## src/rtl/rxclr_pkg.sv

```systemverilog
package rxclr_pkg;
  typedef enum logic [1:0] {
    END_FULL  = 2'd0,
    END_ZLP   = 2'd1,
    END_SHORT = 2'd2,
    END_TCNT  = 2'd3
  } end_t;
endpackage

```

## src/rtl/rxclr_ram.sv

```systemverilog
module rxclr_ram #(
  parameter int DW    = 8,
  parameter int DEPTH = 8,
  parameter int AW    = $clog2(DEPTH)
) (
  input  logic          clk,
  input  logic          we,
  input  logic [AW-1:0] waddr,
  input  logic [DW-1:0] wdata,
  input  logic          re,
  input  logic [AW-1:0] raddr,
  output logic [DW-1:0] rdata
);
  logic [DW-1:0] mem [DEPTH];

  always_ff @(posedge clk) begin
    if (we) mem[waddr] <= wdata;
    if (re) rdata <= mem[raddr];
  end
endmodule

```

## src/rtl/rxclr_classify.sv

```systemverilog
module rxclr_classify
  import rxclr_pkg::*;
#(
  parameter int DEPTH = 8,
  parameter int CW    = $clog2(DEPTH + 1)
) (
  input  logic [CW-1:0] new_cnt,
  input  logic          tc_last,
  input  end_t          held_reason,
  input  logic          rdy_mode,
  output end_t          reason_new,
  output logic          need_clear
);
  localparam logic [CW-1:0] FULL_CNT = CW'(DEPTH);

  // Full outranks zero-length, which outranks the count-ended flag.
  always_comb begin
    if (new_cnt == FULL_CNT)  reason_new = END_FULL;
    else if (new_cnt == '0)   reason_new = END_ZLP;
    else if (tc_last)         reason_new = END_TCNT;
    else                      reason_new = END_SHORT;
  end

  always_comb begin
    unique case (held_reason)
      END_FULL:  need_clear = 1'b0;
      END_ZLP:   need_clear = 1'b1;
      default:   need_clear = rdy_mode;
    endcase
  end
endmodule

```

## src/rtl/rxbuf_autoclr.sv

```systemverilog
module rxbuf_autoclr
  import rxclr_pkg::*;
#(
  parameter int DW    = 8,
  parameter int DEPTH = 8,
  localparam int AW   = $clog2(DEPTH),
  localparam int CW   = $clog2(DEPTH + 1)
) (
  input  logic          clk,
  input  logic          rst,
  input  logic          cfg_rd_dir,
  input  logic          cfg_auto_clr,
  input  logic          cfg_rdy_mode,
  input  logic          cfg_tend_en,
  input  logic          cfg_xfer16,
  input  logic          pkt_wr,
  input  logic [DW-1:0] pkt_data,
  input  logic          pkt_end,
  input  logic          pkt_tc_last,
  input  logic          dma_rd,
  input  logic          dma_tend,
  input  logic          sw_clr,
  output logic [DW-1:0] rd_data,
  output logic          buf_ready,
  output logic [CW-1:0] byte_cnt,
  output logic [1:0]    end_reason,
  output logic          clr_required,
  output logic          hw_clr
);
  localparam logic [CW-1:0] LAST_SLOT = CW'(DEPTH - 1);

  logic [CW-1:0] cnt_q, rptr_q, new_cnt;
  logic          ready_q, req_q, hwclr_q;
  end_t          reason_q, reason_new;
  logic          wr_ok, rd_ok, fill, tend_ok, go_ready;
  logic          complete, need_clear, release_now;

  assign wr_ok    = pkt_wr && !ready_q && !sw_clr;
  assign rd_ok    = dma_rd && ready_q && cfg_rd_dir && (rptr_q < cnt_q) && !sw_clr;
  assign new_cnt  = cnt_q + {{(CW-1){1'b0}}, wr_ok};
  assign fill     = wr_ok && (cnt_q == LAST_SLOT);
  assign tend_ok  = dma_tend && cfg_tend_en && !cfg_xfer16;
  assign go_ready = !ready_q && (fill ||
                    (cfg_rd_dir ? pkt_end : tend_ok));

  // Read done: every stored byte has been handed to the DMA.
  assign complete    = ready_q && cfg_rd_dir && !req_q && (rptr_q == cnt_q);
  assign release_now = complete && (cfg_auto_clr || !need_clear);

  rxclr_classify #(.DEPTH(DEPTH), .CW(CW)) i_classify (
    .new_cnt     (new_cnt),
    .tc_last     (pkt_tc_last),
    .held_reason (reason_q),
    .rdy_mode    (cfg_rdy_mode),
    .reason_new  (reason_new),
    .need_clear  (need_clear)
  );

  rxclr_ram #(.DW(DW), .DEPTH(DEPTH), .AW(AW)) i_ram (
    .clk   (clk),
    .we    (wr_ok),
    .waddr (cnt_q[AW-1:0]),
    .wdata (pkt_data),
    .re    (rd_ok),
    .raddr (rptr_q[AW-1:0]),
    .rdata (rd_data)
  );

  always_ff @(posedge clk) begin
    if (rst) begin
      cnt_q    <= '0;
      rptr_q   <= '0;
      ready_q  <= 1'b0;
      req_q    <= 1'b0;
      hwclr_q  <= 1'b0;
      reason_q <= END_FULL;
    end else if (sw_clr) begin
      cnt_q   <= '0;
      rptr_q  <= '0;
      ready_q <= 1'b0;
      req_q   <= 1'b0;
      hwclr_q <= 1'b0;
    end else if (release_now) begin
      cnt_q   <= '0;
      rptr_q  <= '0;
      ready_q <= 1'b0;
      hwclr_q <= 1'b1;
    end else begin
      hwclr_q <= 1'b0;
      if (complete) req_q  <= 1'b1;
      if (wr_ok)    cnt_q  <= new_cnt;
      if (rd_ok)    rptr_q <= rptr_q + 1'b1;
      if (go_ready) begin
        ready_q <= 1'b1;
        if (cfg_rd_dir) reason_q <= reason_new;
      end
    end
  end

  assign buf_ready    = ready_q;
  assign byte_cnt     = cnt_q;
  assign end_reason   = reason_q;
  assign clr_required = req_q;
  assign hw_clr       = hwclr_q;
endmodule

```

## config.mk

```make
export PLATFORM = sky130hd
export DESIGN_NAME = rxbuf_autoclr
export DESIGN_NICKNAME = d
export VERILOG_FILES = /design/src/rtl/rxclr_pkg.sv /design/src/rtl/rxclr_ram.sv /design/src/rtl/rxclr_classify.sv /design/src/rtl/rxbuf_autoclr.sv
export SDC_FILE = /design/constraint.sdc
export NUM_CORES = 1
export LEC_CHECK = 0
export ABC_CLOCK_PERIOD_IN_PS = 2150
export BUFFER_PORTS_ARGS = -buffer_cell sky130_fd_sc_hd__buf_2
export CORE_MARGIN = 5
export CORE_UTILIZATION = 50
export CTS_CLUSTER_SIZE = 10
export DETAILED_ROUTE_END_ITERATION = 16
export MAX_ROUTING_LAYER = met4
export PLACE_DENSITY_LB_ADDON = 0.12
export SYNTH_ARGS = -nofsm -noshare
export SYNTH_HDL_FRONTEND = slang
export SYNTH_HIERARCHICAL = 1
export SYNTH_SLANG_ARGS = --single-unit
```

## constraint.sdc

```tcl
create_clock -name clk -period 2.15 [get_ports clk]
set_clock_uncertainty 0.1 [all_clocks]
set_input_delay 0.3225 -clock clk [delete_from_list [all_inputs] [get_ports clk]]
set_output_delay 0.3225 -clock clk [all_outputs]
set_load 0.005 [all_outputs]
```

==> results of run 1 <==
-- synthesized netlist by cell type (2+ instances only) --
cell type	number	area (µm²)
a21oi_1	8	40.0
dfxtp_1	13	260
edfxtp_1	72	2160
ha_1	7	87.6
inv_1	6	22.5
mux2_2	9	101
mux2i_1	3	30.0
mux4_1	15	394
nand2_1	6	22.5
nand2b_1	10	62.6
nand3_1	2	10.0
nor2_1	14	52.6
nor3_1	4	20.0
o21ai_0	2	10.0
o31ai_1	3	22.5
or4_1	2	15.0
xnor2_1	3	26.3
-- routing by layer --
layer | global-route usage | part of all wire
met5 | - | 0
met2 | 0.255 | 0.49
met1 | 0.237 | 0.46
met3 | 0.0329 | 0.045
met4 | 0.0566 | 0.0093
-- kinds of logic (layout without fill, tap and decap cells) --
family                   count (synthesis)  in the layout  synth area share
buffers and inverters                   11             80            0.0187
flip-flops                              85             85             0.685
XOR/XNOR                                 4              4           0.00991
adder cells (fa/ha/maj)                  7              7            0.0248
multiplexers                            28             28             0.155
AO/OA/AOI/OAI                           18             18            0.0322
AND/OR/NAND/NOR                         47             47            0.0746
-- final cells by class --
type,instances,area [µm²],share of cell area
Sequential cell,85,2420,0.577
Multi-Input combinational cell,104,1050,0.250
Timing Repair Buffer,58,343,0.0816
Clock buffer,9,124,0.0295
Clock inverter,7,121,0.0289
Tap cell,96,120,0.0286
Inverter,6,22.5,0.00536
-- placed cells by master (no fill, tap or decap), types with 2 or more instances in the layout --
master	count
buf_4	21
nor2_1	14
clkbuf_8	9
nand2_1	6
inv_1	6
o21ai_0	2
mux2_2	9
mux2i_1	3
o31ai_1	3
bufinv_16	3
nor3_1	4
or4_1	2
buf_2	37
xnor2_1	3
nand3_1	2
ha_1	7
nand2b_1	10
edfxtp_1	72
dfxtp_1	13
a21oi_1	8
mux4_1	15
-- power by group --
part           switching (mW)  internal [mW]  total [mW]
Clock                   0.580          0.780        1.36
Combinational          0.0513         0.0422      0.0935
Sequential            0.00340           1.79        1.80
Total                   0.634           2.61        3.25
-- stage by stage --
step | hold slack, ps | setup slack [ps] | power, mW | area, µm²
CTS | 69.1 | 81.8 | 3.29 | 4200
finish | 88.5 | 85.5 | 3.25 | 4200
floorplan | 299 | 46.4 | 1.87 | 3540
detailed placement | 371 | 107 | 1.93 | 3960
global route | 94.5 | 3.04 | 3.37 | 4200
global placement | 371 | 169 | 1.92 | 3960
-- how the worst max path moves through the flow --
stage	startpoint	to	slack, ps	cells after the start
2_1_floorplan	byte_cnt[3]	i_ram/rdata[0]	50	4
3_3_place_gp	byte_cnt[3]	rptr_q[3]	170	5
3_5_place_dp	byte_cnt[3]	rptr_q[3]	110	5
4_1_cts	byte_cnt[3]	rptr_q[3]	80	5
5_1_grt	byte_cnt[2]	i_ram/rdata[5]	3	6
6_report	byte_cnt[3]	rptr_q[3]	90	5
-- worst max-delay path: cells and delay by family, from the launching register on --
family / cells / cell delay, ps
compound gates: 2 / 660
buf+inv: 1 / 70
simple gates: 1 / 520
fa+ha+maj: 1 / 300
flops: 1 / 340
-- sequential cells by signal, indices dropped and copies added (netlist names) --
register	flops
rptr_q	4
i_ram/rdata	8
end_reason	2
hw_clr	1
clr_required	1
byte_cnt	4
buf_ready	1
i_ram/mem	64
==> metrics, run 1 <==
worst-path cell chain inv_1 > ha_1 > a2111o_1 > or4_4 > a21oi_2; final period utilization 0.960; die area 0.00886 mm²; hold endpoint hw_clr; Gate Count Post-Synth 200; cts repair resizes 0; CP max FO 9; R2R depth 5; share of post-route cells with drive strength above 1 0.327; Post-Syn Area per Cell 17.7 µm²; Leak 1.49 nW; Least-Margin Pin Slew 570 ps; port buffer count 37; Post-synth ARST share 0; Critical Path Max Stage Delay 530 ps; CTS Sinks 85; die height about 94 µm; largest net degree at the start of global routing 20; arrival time worst endpoint 2240 ps; Core ar. 0.00683 mm²; Syn Nets 228; EDFF count, synth 72; Fin. Hold Viols 0; final core occ 0.615; Hold Crit Start sw_clr; Slew Viols, Final 0; top_reg_cell synth edfxtp_1; RSZ-0062 raised after global routing no; Netlist cell types 38; Overflow after GRT 0; Hold WC Path Type in2reg; status completed; Critical Path End Type flop; via count about 2000; Post-CTS Repair Setup Buffers 0; TritonCTS clock tree yes; starting density of the core 0.518; WL/cell 18.6 µm; first-pass GRT wire length 10600 µm; drt first pass iters 4; WL final ~6800 µm; DRC Markers 0; clock-pin slew on the worst setup and hold paths around 90 ps; Setup violations, final 0; Root Driver clkbuf_8; peak supply drop 0.699 mV; filler instances 519; Ys Warns 6; initial antenna violation count 0; RR Startpoint byte_cnt[3]; Non-Filler Instances 365; Clock Path Buffers 2; Slew headroom 0.620; Num CTS Buffers 9; Worst-Skew Late Latency roughly 340 ps; number of max-cap violations 0; H-tree levels 3; Hold Buf Count CTS 0; Syn Std Cell Area around 0.0035 mm²; antenna cell count 0; PD cells between 700 and 800 mW/mm²; WP data required 2330 ps; Layout area overhead 18.8%; # rows 30; Period minus WS final 2060 ps; Die Width 94.1 µm; FF-to-FF setup slack 90 ps; Hold Path Stages 2; fmax 484 MHz; fin nets 292; Critical Setup Path Class reg2reg; vias in the first global route 1960; IO Pins 38; Seq/Total Area, Yosys 0.685; CP max stage cell a2111o_1; Placer Congestion 0.782; placed insts 349; gr usage total 0.170; HPWL Detailed 4520 µm; ANT nets after route 0; Synth Register Bits 85; DRT iter0 DRCs 96; Vias/cell 5.34; setup TNS 0 ps; Startpoint Class flop; r2r endpoint rptr_q[3]
Note: power is estimated with default switching activity, not from simulation.
==> run 2, diff against run 1 <==
SETUP_SLACK_MARGIN = 0.5   (was unset)
SLEW_MARGIN = 30   (was unset)
==> run 2 against run 1 <==
- via count increased by 6.6%
- die area unchanged
- register-to-register slack improved by 170 ps
- cell area increased by 9.1%
- first-iteration DRC count increased by 1.0%
- power decreased by 7.3%
- combinational power increased by 28%
- critical path depth increased by 3
- count of clock-buffer cells in the layout increased by 1
- sequential share of layout area decreased by 4.2 points
- largest power group unchanged
- highest routed layer unchanged
==> metrics, run 2 (synthesis gave the netlist of run 1 again) <==
CTS Sinks 85 (unchanged); Setup violations, final 0 (unchanged); M2 GR Usage 0.277 (+0.0219); via count 2079 (+6.6%); Vias/cell 5.36 (+0.30%); Period minus WS final 1890 ps (-175 ps); fraction of power consumed by the clock network 0.365 (-0.053); Psw 0.633 mW (-0.28%); RSZ-0062 raised after global routing yes; fin nets 315 (+7.9%); WL final 7410 µm (+9.4%); WP data required 2320 ps (about the same); starting density of the core 0.518 (unchanged); Placer Congestion 0.803 (+2.6%); Slew Viols, Final 0 (unchanged); IO Pins 38 (unchanged); # rows 30 (unchanged); Top Family by Delay on Critical Path simple AND/OR/NAND/NOR gates; status completed; Core ar. 0.00683 mm² (unchanged); ANT nets after route 0 (unchanged); max reg flops 64 (unchanged); worst-path cell chain nor3b_4 > ha_2 > ha_4 > xor2_2 > or3_4 > o21ai_2 > nand2b_1 > mux2i_1; HPWL Detailed 4600 µm (+1.8%); Buf/Inv on CP 0 (-1); first-pass GRT wire length 11200 µm (+5.7%); initial antenna violation count 0 (unchanged); Slew headroom 0.576 (-0.0438); gr usage total 0.176 (+0.00621); Leak 1.59 nW (+6.4%); Top reg by flops i_ram/mem; Overflow after GRT 0 (unchanged); Clock Path Buffers 2 (unchanged); Reg power frac 0.595 (+0.042); share of post-route cells with drive strength above 1 0.572 (+0.245); final period utilization 0.879 (-0.0812); die height 94.1 µm (unchanged); most common cell after layout, fill and taps aside edfxtp_1; Least-Margin Pin Slew 634 ps (+63.4 ps); CP max FO 2 (-7); Hold Buf Count CTS 0 (unchanged); setup TNS 0 ps (unchanged); Fin. Hold Viols 0 (unchanged); commonest non-fill, non-tap cells in the layout edfxtp_1, buf_2, buf_4, mux4_2; PD cells 657 mW/mm² (-15%); Hold WC Path Type in2reg; GR Util met3 0.0280 (-0.00481); Placed Area 0.00398 mm² (+0.47%); met1 usage 0.236 (-0.000766); power share of the combinational group 0.040 (+0.011); Critical Setup Path Class reg2reg; WL/cell 19.1 µm (+2.9%); Root Driver clkbuf_8; fmax 529 MHz (+9.2%); Startpoint Class flop; Num CTS Buffers 9 (unchanged); peak supply drop 0.371 mV (-47%); final instance area 0.00458 mm² (+9.1%); CP max stage cell or3_4; Power Internal 2.38 mW (-9.0%); arrival time worst endpoint 2060 ps (-180 ps); DRC Markers 0 (unchanged); largest net degree at the start of global routing 20 (unchanged); Critical Path End Type flop; H-tree levels 3 (unchanged); Critical Path Max Stage Delay 380 ps (-150 ps); antenna cell count 0 (unchanged); die area 0.00886 mm² (unchanged); Sw Share 0.210 (+0.0148); Layout area overhead 29.5%; TritonCTS clock tree yes; largest registers i_ram/mem x64, i_ram/rdata x8; vias in the first global route 2055 (+4.8%); DRT iter0 DRCs 97 (+1.0%); clock-pin slew on the worst setup and hold paths 90 ps (about the same); Worst-Skew Late Latency 350 ps (about the same); Die Width 94.1 µm (unchanged); number of max-cap violations 0 (unchanged); drt first pass iters 4 (unchanged); port buffer count 37 (unchanged); GR peak layer met2
## run 2: changes by cell type in the layout (fill, tap and decap cells not counted), sizes merged
cell and change:
nand2 +1, inv -1, clkinvlp -1, bufinv -2, buf +22, clkbuf +1, clkinv +3
## run 2: repair_timing
item | 4_1_cts | 5_1_grt
setup buffers | 16 | 10
cloned | 2 | 0
pin swaps | 7 | 16
setup endpoints to repair | 49 | 60
hold endpoints to repair | 0 | 0
resized for setup | 29 | 23
## run 2: final cells by class
type | count | area [µm²]
fillers | 499 | 2250
clock buffers | 10 | 128
clock inverters | 6 | 62.6
multi-input cells | 105 | 1210
repair buffers | 80 | 589
inverters | 6 | 27.5
well taps | 96 | 120
flip-flops and latches | 85 | 2450
## run 2: power groups by stage
| stage | clock network [mW] | logic (mW) | registers [mW] |
|---|---|---|---|
| after global routing | 1.18 | 0.128 | 1.79 |
| after floorplan | 0 | 0.0436 | 1.83 |
| after detailed placement | 0 | 0.0962 | 1.83 |
| after CTS | 1.11 | 0.110 | 1.79 |
| after global placement | 0 | 0.0930 | 1.83 |
| final | 1.10 | 0.120 | 1.79 |
## run 2: final timing paths
check                           slack [ps]          from  cells past startpoint       endpoint
worst min register to register         400  clr_required                      1   clr_required
worst max-delay path                   260     buf_ready                      8  end_reason[0]
worst min-delay path                   110        sw_clr                      2         hw_clr
worst max register to register         260     buf_ready                      8  end_reason[0]
## run 2: routing by layer
metal	up-vias	part of all wire	wire length (µm)
met1	1064	0.44	3270
met2	42	0.52	3830
met5	-	0	0
met3	9	0.033	242
li1	964	-	-
met4	0	0.0094	70
## run 2: metrics by stage
step | std cells | utilization | power (mW) | hold slack [ps] | setup slack (ps)
CTS | 378 | 0.642 | 3.01 | 92.0 | 280
floorplan | 200 | - | 1.88 | 299 | 185
finish | 388 | 0.671 | 3.01 | 111 | 260
global route | 388 | 0.671 | 3.10 | 108 | 185
detailed placement | 344 | 0.582 | 1.93 | 386 | 124
global placement | 344 | 0.582 | 1.93 | 379 | 183
## run 2: worst reg2reg max path, stage by stage (launching register included)
cell and delay, ps:
dfxtp_4 360, nor3b_4 210, ha_2 230, ha_4 140, xor2_2 70, or3_4 380
o21ai_2 110, nand2b_1 70, mux2i_1 140
